<file path="src/rtl/ttc_pkg.sv">
package ttc_pkg;
  localparam int OP_W = 3;

  typedef enum logic [1:0] {
    K_CONST = 2'd0,
    K_VAR   = 2'd1,
    K_FUNC  = 2'd2
  } kind_e;

  typedef enum logic [1:0] {
    ST_IDLE,
    ST_EVAL,
    ST_WRITE
  } state_e;

  typedef struct packed {
    logic [7:0] tt;    // indexed by {c,b,a}
    logic       carry; // adds a carry variable
  } lib_ent_t;

  function automatic lib_ent_t lib_lookup(input logic [OP_W-1:0] op);
    lib_ent_t e;
    unique case (op)
      3'd0: e = '{tt: 8'b1000_1000, carry: 1'b0}; // and
      3'd1: e = '{tt: 8'b1110_1110, carry: 1'b0}; // or
      3'd2: e = '{tt: 8'b0110_0110, carry: 1'b0}; // xor
      3'd3: e = '{tt: 8'b0010_0010, carry: 1'b0}; // a & ~b
      3'd4: e = '{tt: 8'b1001_0110, carry: 1'b1}; // sum
      3'd5: e = '{tt: 8'b1110_1000, carry: 1'b1}; // carry out
      3'd6: e = '{tt: 8'b0101_0101, carry: 1'b0}; // not a
      default: e = '{tt: 8'b1100_1010, carry: 1'b1}; // c ? b : a
    endcase
    return e;
  endfunction
endpackage

</file>
<file path="src/rtl/ttc_operand.sv">
module ttc_operand
  import ttc_pkg::*;
#(
  parameter int NVARS = 16,
  parameter int TT_W  = 64,
  parameter int ARG_W = 4
) (
  input  logic [1:0]       kind_i,
  input  logic [ARG_W-1:0] arg_i,
  input  logic [NVARS-1:0] fn_mask_i,
  input  logic [TT_W-1:0]  fn_tt_i,
  output logic [NVARS-1:0] mask_o,
  output logic [TT_W-1:0]  tt_o
);
  always_comb begin
    unique case (kind_e'(kind_i))
      K_VAR: begin
        mask_o = NVARS'(1) << arg_i;
        tt_o   = TT_W'(2);      // index 1 -> 1
      end
      K_FUNC: begin
        mask_o = fn_mask_i;
        tt_o   = fn_tt_i;
      end
      default: begin
        mask_o = '0;
        tt_o   = {TT_W{arg_i[0]}};
      end
    endcase
  end
endmodule

</file>
<file path="src/rtl/ttc_eval.sv">
module ttc_eval #(
  parameter int NVARS  = 16,
  parameter int MAX_IN = 6,
  parameter int TT_W   = 64,
  parameter int VAR_W  = 4
) (
  input  logic [NVARS-1:0]  merged_i,
  input  logic [MAX_IN-1:0] n_i,
  input  logic [NVARS-1:0]  mask_a_i,
  input  logic [TT_W-1:0]   tt_a_i,
  input  logic [NVARS-1:0]  mask_b_i,
  input  logic [TT_W-1:0]   tt_b_i,
  input  logic              carry_en_i,
  input  logic [VAR_W-1:0]  carry_var_i,
  input  logic [7:0]        lib_tt_i,
  output logic              bit_o
);
  // scatter combination bits onto the merged variables
  function automatic logic [NVARS-1:0] deposit(input logic [NVARS-1:0] m,
                                               input logic [MAX_IN-1:0] n);
    logic [NVARS-1:0] r;
    int j;
    r = '0;
    j = 0;
    for (int i = 0; i < NVARS; i++) begin
      if (m[i]) begin
        if (j < MAX_IN) r[i] = n[j];
        j++;
      end
    end
    return r;
  endfunction

  // gather an operand's own variables into its table index
  function automatic logic [MAX_IN-1:0] gather(input logic [NVARS-1:0] asg,
                                               input logic [NVARS-1:0] m);
    logic [MAX_IN-1:0] r;
    int j;
    r = '0;
    j = 0;
    for (int i = 0; i < NVARS; i++) begin
      if (m[i]) begin
        if (j < MAX_IN) r[j] = asg[i];
        j++;
      end
    end
    return r;
  endfunction

  logic [NVARS-1:0] asg;
  logic a_bit, b_bit, c_bit;

  always_comb begin
    asg   = deposit(merged_i, n_i);
    a_bit = tt_a_i[gather(asg, mask_a_i)];
    b_bit = tt_b_i[gather(asg, mask_b_i)];
    c_bit = carry_en_i & asg[carry_var_i];
    bit_o = lib_tt_i[{c_bit, b_bit, a_bit}];
  end
endmodule

</file>
<file path="src/rtl/tt_compose_engine.sv">
module tt_compose_engine
  import ttc_pkg::*;
#(
  parameter int NVARS  = 16,
  parameter int MAX_IN = 6,
  parameter int DEPTH  = 16,
  localparam int TT_W  = 1 << MAX_IN,
  localparam int VAR_W = $clog2(NVARS),
  localparam int IDX_W = $clog2(DEPTH),
  localparam int ARG_W = (VAR_W > IDX_W) ? VAR_W : IDX_W,
  localparam int CNT_W = $clog2(MAX_IN + 1)
) (
  input  logic              clk_i,
  input  logic              rst_ni,
  input  logic              start_i,
  input  logic [OP_W-1:0]   op_i,
  input  logic [1:0]        a_kind_i,
  input  logic [ARG_W-1:0]  a_arg_i,
  input  logic [1:0]        b_kind_i,
  input  logic [ARG_W-1:0]  b_arg_i,
  input  logic [VAR_W-1:0]  carry_var_i,
  output logic              busy_o,
  output logic              done_o,
  output logic              reject_o,
  output logic [IDX_W-1:0]  index_o,
  output logic [CNT_W-1:0]  count_o,
  output logic [NVARS-1:0]  vars_o,
  output logic [TT_W-1:0]   table_o
);
  logic [NVARS-1:0] repo_mask [DEPTH];
  logic [TT_W-1:0]  repo_tt   [DEPTH];

  state_e            st_q;
  lib_ent_t          lib_q;
  logic [NVARS-1:0]  ma_q, mb_q, merged_q;
  logic [TT_W-1:0]   ta_q, tb_q, acc_q;
  logic [VAR_W-1:0]  cvar_q;
  logic [CNT_W-1:0]  k_q;
  logic [MAX_IN-1:0] cnt_q, last_q;
  logic [IDX_W:0]    free_q;

  // repository reads for function operands
  logic [NVARS-1:0] fa_mask, fb_mask;
  logic [TT_W-1:0]  fa_tt, fb_tt;
  always_comb begin
    fa_mask = '0; fa_tt = '0; fb_mask = '0; fb_tt = '0;
    if (32'(a_arg_i) < DEPTH) begin
      fa_mask = repo_mask[a_arg_i[IDX_W-1:0]];
      fa_tt   = repo_tt[a_arg_i[IDX_W-1:0]];
    end
    if (32'(b_arg_i) < DEPTH) begin
      fb_mask = repo_mask[b_arg_i[IDX_W-1:0]];
      fb_tt   = repo_tt[b_arg_i[IDX_W-1:0]];
    end
  end

  logic [NVARS-1:0] ma_d, mb_d;
  logic [TT_W-1:0]  ta_d, tb_d;

  ttc_operand #(.NVARS(NVARS), .TT_W(TT_W), .ARG_W(ARG_W)) u_opa (
    .kind_i(a_kind_i), .arg_i(a_arg_i), .fn_mask_i(fa_mask), .fn_tt_i(fa_tt),
    .mask_o(ma_d), .tt_o(ta_d)
  );
  ttc_operand #(.NVARS(NVARS), .TT_W(TT_W), .ARG_W(ARG_W)) u_opb (
    .kind_i(b_kind_i), .arg_i(b_arg_i), .fn_mask_i(fb_mask), .fn_tt_i(fb_tt),
    .mask_o(mb_d), .tt_o(tb_d)
  );

  lib_ent_t         lib_d;
  logic [NVARS-1:0] merged_d;
  int               pop_d;
  logic             refuse_d;
  always_comb begin
    lib_d    = lib_lookup(op_i);
    merged_d = ma_d | mb_d | (lib_d.carry ? (NVARS'(1) << carry_var_i) : '0);
    pop_d    = $countones(merged_d);
    refuse_d = (pop_d > MAX_IN) || (32'(free_q) >= DEPTH);
  end

  logic res_bit;
  ttc_eval #(.NVARS(NVARS), .MAX_IN(MAX_IN), .TT_W(TT_W), .VAR_W(VAR_W)) u_eval (
    .merged_i(merged_q), .n_i(cnt_q),
    .mask_a_i(ma_q), .tt_a_i(ta_q), .mask_b_i(mb_q), .tt_b_i(tb_q),
    .carry_en_i(lib_q.carry), .carry_var_i(cvar_q), .lib_tt_i(lib_q.tt),
    .bit_o(res_bit)
  );

  always_ff @(posedge clk_i or negedge rst_ni) begin
    if (!rst_ni) begin
      st_q     <= ST_IDLE;
      lib_q    <= '0;
      ma_q     <= '0;
      mb_q     <= '0;
      ta_q     <= '0;
      tb_q     <= '0;
      merged_q <= '0;
      cvar_q   <= '0;
      k_q      <= '0;
      cnt_q    <= '0;
      last_q   <= '0;
      acc_q    <= '0;
      free_q   <= '0;
      done_o   <= 1'b0;
      reject_o <= 1'b0;
      index_o  <= '0;
      count_o  <= '0;
      vars_o   <= '0;
      table_o  <= '0;
    end else begin
      done_o   <= 1'b0;
      reject_o <= 1'b0;
      unique case (st_q)
        ST_IDLE: if (start_i) begin
          if (refuse_d) begin
            done_o   <= 1'b1;
            reject_o <= 1'b1;
          end else begin
            lib_q    <= lib_d;
            ma_q     <= ma_d;
            mb_q     <= mb_d;
            ta_q     <= ta_d;
            tb_q     <= tb_d;
            merged_q <= merged_d;
            cvar_q   <= carry_var_i;
            k_q      <= CNT_W'(pop_d);
            last_q   <= MAX_IN'((1 << pop_d) - 1);
            cnt_q    <= '0;
            acc_q    <= '0;
            st_q     <= ST_EVAL;
          end
        end
        ST_EVAL: begin
          acc_q[cnt_q] <= res_bit;
          cnt_q        <= cnt_q + 1'b1;
          if (cnt_q == last_q) st_q <= ST_WRITE;
        end
        default: begin
          index_o <= free_q[IDX_W-1:0];
          count_o <= k_q;
          vars_o  <= merged_q;
          table_o <= acc_q;
          free_q  <= free_q + 1'b1;
          done_o  <= 1'b1;
          st_q    <= ST_IDLE;
        end
      endcase
    end
  end

  always_ff @(posedge clk_i) begin
    if (st_q == ST_WRITE) begin
      repo_mask[free_q[IDX_W-1:0]] <= merged_q;
      repo_tt[free_q[IDX_W-1:0]]   <= acc_q;
    end
  end

  assign busy_o = (st_q != ST_IDLE);

  p_idle_when_done_r6: assert property (@(posedge clk_i) disable iff (!rst_ni)
    done_o |-> !busy_o);
  p_reject_flags_done_r7: assert property (@(posedge clk_i) disable iff (!rst_ni)
    reject_o |-> done_o);
  p_no_write_on_reject_r8: assert property (@(posedge clk_i) disable iff (!rst_ni)
    reject_o |-> $stable(free_q));
  p_count_limit_r7: assert property (@(posedge clk_i) disable iff (!rst_ni)
    (done_o && !reject_o) |-> (count_o <= CNT_W'(MAX_IN)));
  p_count_matches_set_r3: assert property (@(posedge clk_i) disable iff (!rst_ni)
    (done_o && !reject_o) |-> ($countones(vars_o) == int'(count_o)));
  p_unused_rows_zero_r3: assert property (@(posedge clk_i) disable iff (!rst_ni)
    (done_o && !reject_o) |-> ((table_o >> (1 << count_o)) == '0));
  p_index_step_r9: assert property (@(posedge clk_i) disable iff (!rst_ni)
    (busy_o && !$past(busy_o)) |=> $stable(free_q) || (st_q == ST_IDLE));
endmodule

</file>
<file path="config.mk">
export PLATFORM = sky130hd
export DESIGN_NAME = tt_compose_engine
export DESIGN_NICKNAME = d
export VERILOG_FILES = /design/src/rtl/ttc_pkg.sv /design/src/rtl/ttc_operand.sv /design/src/rtl/ttc_eval.sv /design/src/rtl/tt_compose_engine.sv
export SDC_FILE = /design/constraint.sdc
export NUM_CORES = 2
export LEC_CHECK = 0
export BUFFER_PORTS_ARGS = -buffer_cell sky130_fd_sc_hd__buf_2
export CAP_MARGIN = 30
export CORE_MARGIN = 2
export CORE_UTILIZATION = 50
export CTS_CLUSTER_DIAMETER = 60
export DETAILED_ROUTE_END_ITERATION = 8
export HOLD_SLACK_MARGIN = 0.03
export MAX_ROUTING_LAYER = met4
export PLACE_DENSITY = 0.72
export SETUP_SLACK_MARGIN = 0.05
export SLEW_MARGIN = 20
export SYNTH_ARGS = -nofsm -noshare
export SYNTH_HDL_FRONTEND = slang
export SYNTH_HIERARCHICAL = 1
export SYNTH_SLANG_ARGS = --single-unit
</file>
<file path="constraint.sdc">
create_clock -name clk_i -period 13.6 [get_ports clk_i]
set_clock_uncertainty 0.05 [all_clocks]
set_input_delay 1.36 -clock clk_i [delete_from_list [all_inputs] [get_ports clk_i]]
set_output_delay 1.36 -clock clk_i [all_outputs]
set_load 0.01 [all_outputs]
</file>
=== Word level (Yosys, flattened, before mapping) ===
Memory sizes are Yosys's and may differ from the RTL's.
Cells that the tools add are included.

* Equality and inequality tests: 16
* Bitwise logic cells: 4
* $lt $le $gt $ge: 128
* Shift-type cells: 4
* Add/sub/neg operators: 60
* Multiplexer cells: 306
* Reductions and logical operators: 40

{| class="wikitable"
|+ Operators by type and width
! cell !! count
|-
| 32-bit by 4-bit < comparator with 1-bit output (second input constant) || 42
|-
| 32-bit by 5-bit < comparator with 1-bit output (second input constant) || 42
|-
| 32-bit 2-to-1 mux || 42
|-
| 32-bit by 2-bit adder with 32-bit output (second input constant) || 39
|-
| 32-bit by 1-bit greater-or-equal comparator with 1-bit output (second input constant) || 28
|-
| 64-bit one-hot mux with 2 select lines || 3
|-
| 6-bit 2-to-1 mux || 62
|-
| 6-bit bitwise mux || 30
|-
| 64-bit 2-to-1 mux || 2
|-
| 1-bit 2-to-1 mux || 106
|-
| 1-bit demux with 3-bit select || 30
|-
| 64-bit bitwise mux || 1
|-
| 16-bit one-hot mux with 2 select lines || 2
|-
| 9-bit one-hot mux with 7 select lines || 1
|-
| 1-bit binary-select mux with 3-bit select || 16
|-
| 1-bit by 4-bit << shifter with 16-bit output (first input constant) || 3
|-
| 16-bit OR || 2
|-
| 1-bit logical AND || 31
|-
| 6-bit by 7-bit < comparator with 1-bit output (second input constant) || 3
|-
| 1-bit by 1-bit adder with 2-bit output || 8
|-
| 16-bit 2-to-1 mux || 1
|-
| 2-bit by 2-bit adder with 3-bit output || 4
|-
| 1-bit binary-select mux with 6-bit select || 2
|-
| 1-bit by 4-bit < comparator with 1-bit output (second input constant) || 3
|-
| other kinds (35) || 55
|}

* RAM bits: 1280
* Memories: 2
* Register bits: 364
* Input port bits: 22

{| class="wikitable"
|+ Memories
! name !! depth !! width !! read ports !! clocked after Yosys merged registers in !! write ports !! RTL line !! source
|-
| repo_tt || 16 || 64 || 2 || 0 || 1 || tt_compose_engine.sv:31 || <nowiki>logic [TT_W-1:0] repo_tt [DEPTH];</nowiki>
|-
| repo_mask || 16 || 16 || 2 || 0 || 1 || tt_compose_engine.sv:30 || <nowiki>logic [NVARS-1:0] repo_mask [DEPTH];</nowiki>
|}

=== Logic depth before layout (Yosys ltp) ===
* Depth in word-level cells: 57
* Gate-level depth with buffers: 70
* Mapped depth without buffers: 68

=== By module ===
Netlist, hierarchy kept.

{| class="wikitable"
|+ Modules (own cells, without submodules)
! module !! area an instance (sq um) !! instances !! cells an instance !! sequential area each (sq um)
|-
| tt_compose_engine || 72873.6 || 1 || 3470 || 47545.6
|-
| ttc_eval || 12694.7 || 1 || 1792 || 0.0
|-
| ttc_operand || 864.6 || 2 || 116 || 0.0
|}

=== Least setup slack after synthesis ===
OpenSTA, ideal clock, no wires.

* Path kind: reg-to-reg
* From: register ma_q[0]
* To: register acc_q[24]
* Stages on the path, launching flop included: 66
* Setup slack: 0.408 ns
* Path buffers: 4
* Arrival time: 13.073 ns
* Required time: 13.481 ns
* Path through: dfrtp_1 inv_1 fa_1 inv_1 ha_1 nor2b_1 a31o_2 clkbuf_1 inv_1 ha_1 nand2_1 o21ai_0 ha_1 nand2_1 and3_1 clkbuf_1 inv_1 ha_1 (+30 left out) ha_1 or3_1 mux2i_1 nand4b_1 or3b_1 buf_2 buf_2 nand2_1 o32ai_1 mux4_2 a22oi_1 nand3_1 o31ai_2 mux2i_1 mux2_2 nand3_1 nor3_1 a32o_1

* Word-level cells in the longest chain between the ends: 56
* Elaborated cells on any way between the ends: 171
* Classes of those cells: 14 x add/sub; 45 x order compare; 97 x mux; 15 x reduce/logical

{| class="wikitable"
|+ RTL lines
! what !! RTL line !! source
|-
| start, declared || tt_compose_engine.sv:35 || <nowiki>logic [NVARS-1:0] ma_q, mb_q, merged_q;</nowiki>
|-
| start signal, assigned || tt_compose_engine.sv:119 || <nowiki>ma_q <= ma_d;</nowiki>
|-
| parallel branches: the longest is 49 deep, another holds 32-bit by 2-bit adder with 32-bit output || -- ||
|-
| 6-bit 2-to-1 mux (*) || ttc_eval.sv:42 || <nowiki>if (m[i]) begin</nowiki>
|-
| 1-bit binary-select mux with 6-bit select (*) || ttc_eval.sv:55 || <nowiki>a_bit = tt_a_i[gather(asg, mask_a_i)];</nowiki>
|-
| 1-bit 2-to-1 mux (implied by the code) (*) || ttc_eval.sv:55 ||
|-
| 1-bit binary-select mux with 3-bit select (*) || ttc_eval.sv:58 || <nowiki>bit_o = lib_tt_i[{c_bit, b_bit, a_bit}];</nowiki>
|-
| 1-bit 2-to-1 mux (implied by the code) (*) || ttc_eval.sv:58 ||
|-
| named net res_bit || tt_compose_engine.sv:80 || <nowiki>logic res_bit;</nowiki>
|-
| 64-bit bitwise mux (*) || tt_compose_engine.sv:133 || <nowiki>acc_q[cnt_q] <= res_bit;</nowiki>
|-
| 64-bit one-hot mux with 2 select lines (*) || tt_compose_engine.sv:112 || <nowiki>unique case (st_q)</nowiki>
|-
| end signal, assigned by index || tt_compose_engine.sv:133 ||
|-
| end, declared || tt_compose_engine.sv:36 || <nowiki>logic [TT_W-1:0] ta_q, tb_q, acc_q;</nowiki>
|}

Mark *: on every way through the listed nets, which the timed path passes. The select of a mux whose other input is x is not followed.
A chain may end at the register's enable or synchronous reset.

=== Worst setup path in the final report ===
* From: register mb_q[0]
* To: register acc_q[40]

* Word-level cells in the longest chain between the ends: 56
* Elaborated cells on any way between the ends: 171
* Classes of those cells: 14 x add/sub; 45 x order compare; 97 x mux; 15 x reduce/logical

{| class="wikitable"
|+ RTL lines
! what !! RTL line !! source
|-
| start, declared || tt_compose_engine.sv:35 ||
|-
| start signal, assigned || tt_compose_engine.sv:120 || <nowiki>mb_q <= mb_d;</nowiki>
|-
| parallel branches: the longest is 49 deep, another holds 32-bit by 2-bit adder with 32-bit output || -- ||
|-
| 6-bit 2-to-1 mux (*) || ttc_eval.sv:42 ||
|-
| 1-bit binary-select mux with 6-bit select (*) || ttc_eval.sv:56 || <nowiki>b_bit = tt_b_i[gather(asg, mask_b_i)];</nowiki>
|-
| 1-bit 2-to-1 mux (implied by the code) (*) || ttc_eval.sv:56 ||
|-
| 1-bit binary-select mux with 3-bit select (*) || ttc_eval.sv:58 ||
|-
| 1-bit 2-to-1 mux (implied by the code) (*) || ttc_eval.sv:58 ||
|-
| named net res_bit || tt_compose_engine.sv:80 ||
|-
| 64-bit bitwise mux (*) || tt_compose_engine.sv:133 ||
|-
| 64-bit one-hot mux with 2 select lines (*) || tt_compose_engine.sv:112 ||
|}

Marked as above.

==> results.cfg <==
[synthesis]
synth_area_per_cell_um2 = 15.89
ys_ff_latch = 1644
seq_area_frac_synth = 0.5446
synth_edf_count = 1280
synth_top_area_frac = 0.4403
ys_warn_count = 6
ys_types = 122
netlist_area_um2 = 87300
synth_top_area_cell = edfxtp_1
synthFlopType = edfxtp_1
postSynthCellCount = 5494
ys_async_sr_fraction = 0.2214
synthTopCellsByArea = edfxtp_1 44%, mux4_2 21%, dfrtp_1 10%, mux2_1 1.9%, mux2_2 1.7%
syn_nets = 5588

[layout]
syn_to_final_growth_pct = 11.35
layout_common_cells = 1280 x edfxtp_1, 815 x mux4_2, 360 x dfrtp_1
nets = 5663
final_cells = 8055
stdcell_area_um2 = 97210
postLayoutCoreUtil = 0.5599
drive_gt1_frac = 0.2992
multi_input_area_um2 = 38100
ff_latch_area_um2 = 47550
n_fill_cell = 13230
final_common_cell = edfxtp_1

[timing]
tightest_slew_ns = 1.130
finalHoldViolCount = 0
max_slew_margin = 0.2465
slew_viol_final = 0
fin_hold_ws_ns = 0.4352
fmax_mhz = 76.88
period_minus_slack_ns = 13.01
fin_crit_sh = 0.9565
finalSetupViolCount = 0

[clocking]
h-tree-depth = 4
clock_sinks = 1644
path_clk_slew_ns = 0.06
ctsLongestPathBuffers = 3
cts-root-buf = clkbuf_16
clock_latency_ns = 0.84
cts_buffers = 176
postCtsHoldBufs = 0
cts_tree = yes

[pwr]
p_sw_w = 0.008006
swShare = 0.3949
p_int_w = 0.01227
share_seq_of_total_power = 0.324
clock_power_share = 0.243
comb_power_share = 0.433
power_density_nw_per_um2 = 208.5
p_leak_nw = 35.01
worst_ir_drop_vdd_uv = 252.4

[hold_path]
min_path_type = reg -> reg
min_from = ta_q[50]
hold-path-cell-count = 1
min_to = ta_q[50]

[floorplan]
die_h_um = 421.8
fp-row-count = 153
core_um2 = 173600
start_util = 0.5028
die_w_um = 421.8
die_area_um2 = 178000
num_io_pins = 112

[place]
dpl.cell_count = 7688
io_buffers = 111
dpl-instance-area_um2 = 90590
hpwlAfterDp_um = 156600
finalWeightedCongestion = 0.9663

[worst_setup_path]
crit_path_start_kind = register
r2r_slack_ns = 0.59
reg2reg_depth = 69
endpoint_kind = register
cp_slowest_cell = dfrtp_2
critPathKind = reg -> reg
reg2reg_to = acc_q[40]
path_max_fanout = 8
r2r-start = mb_q[0]
arrival_ns = 13.68
cp.required_ns = 14.27
slowest_delay_ns = 0.47
crit_top_cell = ha_1

[route]
drc = 0
vias = 55580
via_per_inst = 6.900
ant_nets = 0
finalWirelength_um = 260000
drtPass1Iterations = 8
wire_per_inst_um = 32.28
drtIter0Drc = 7377

[outcome]
status = completed

[grt]
track_usage = 0.2999
gr-total-overflow = 0
grt_pass1_vias = 55170
antenna_found_initial = 9
grt_start_max_net_pins = 130
grt_pass1_wl_um = 380500

[run]
maxCapViolCount = 0
==> how the worst max path moves through the flow <==
| stage | from | to | slack, ns |
|---|---|---|---|
| 2_1_floorplan | ma_q[0] | acc_q[24] | 0.41 |
| 5_1_grt | mb_q[0] | acc_q[8] | -0.04 |
| 6_report | mb_q[0] | acc_q[40] | 0.59 |
| 4_1_cts | merged_q[0] | acc_q[19] | 0.0006 |
| 3_5_place_dp | merged_q[0] | acc_q[19] | -0.23 |
| 3_3_place_gp | merged_q[0] | acc_q[51] | 0.23 |
==> layer usage <==
layer	global-route usage	wire length [µm]	vias to the layer above
met5	-	0	-
met4	0.1149	10660	0
met3	0.04901	24140	593
met2	0.4710	126800	3307
met1	0.3957	98480	29080
li1	-	-	22600
==> cell type report <==
class	count	share of cell area
Antenna cell	8	0.0002059
Clock buffer	254	0.05208
Clock inverter	77	0.009499
Inverter	113	0.004376
Multi-Input combinational cell	3355	0.3919
Sequential cell	1644	0.4892
Tap cell	2325	0.02993
Timing Repair Buffer	279	0.02282
==> flip-flops by register name (all words and copies together), names as in the netlist <==
signal / count
acc_q: 64
cnt_q: 6
count_o: 3
cvar_q: 4
done_o: 1
free_q: 5
index_o: 4
k_q: 3
last_q: 6
lib_q: 9
ma_q: 16
mb_q: 16
merged_q: 16
reject_o: 1
repo_mask: 256
repo_tt: 1024
st_q: 2
ta_q: 64
table_o: 64
tb_q: 64
vars_o: 16
==> power by group through the flow <==
| stage | registers [W] | logic (W) | clock network (W) |
|---|---|---|---|
| floorplan | 0.00632 | 0.00617 | 0 |
| finish | 0.00657 | 0.00878 | 0.00493 |
| CTS | 0.00657 | 0.00825 | 0.00498 |
| detailed placement | 0.00667 | 0.00814 | 0 |
| global route | 0.00661 | 0.00947 | 0.00518 |
| global placement | 0.00666 | 0.00798 | 0 |
==> logic make-up after synthesis <==
family,synth area share
flip-flops,0.5446
multiplexers,0.2638
AO/OA/AOI/OAI,0.07014
XOR/XNOR,0.02560
AND/OR/NAND/NOR,0.05945
adder cells (fa/ha/maj),0.01147
buffers and inverters,0.02492
==> synthesized netlist by cell type (all sizes together), types with 104 or more instances <==
master     n
a21o     170
a21oi    104
buf      170
clkbuf   212
dfrtp    364
edfxtp  1280
inv      111
mux2     312
mux4     815
nand2    333
nor2     193
o21ai    173
==> timing repair <==
item                                    in CTS  in global routing
cloned                                       0                  0
pin swaps                                    1                 11
endpoints found under the setup margin      62                 64
resized for setup                           16                 68
buffers inserted                             4                 18
==> per-stage QoR <==
stage               setup slack (ns)  power (W)  setup TNS, ns
finish                        0.5921    0.02027              0
global route                -0.03853    0.02126        -0.1393
CTS                        0.0005747    0.01980              0
detailed placement           -0.2291    0.01481         -8.099
global placement              0.2264    0.01465              0
floorplan                     0.4076    0.01248              0
==> worst max-delay path, delay by kind of cell, from the launching register on <==
| kind | cells | cell delay, ns |
|---|---|---|
| multiplexers | 2 | 0.62 |
| AND/OR/NAND/NOR | 23 | 3.69 |
| adder cells (fa/ha/maj) | 13 | 3.66 |
| AO/OA/AOI/OAI | 21 | 3.30 |
| flip-flops | 1 | 0.47 |
| buffers and inverters | 10 | 1.08 |
(Power assumes the default switching activity.)
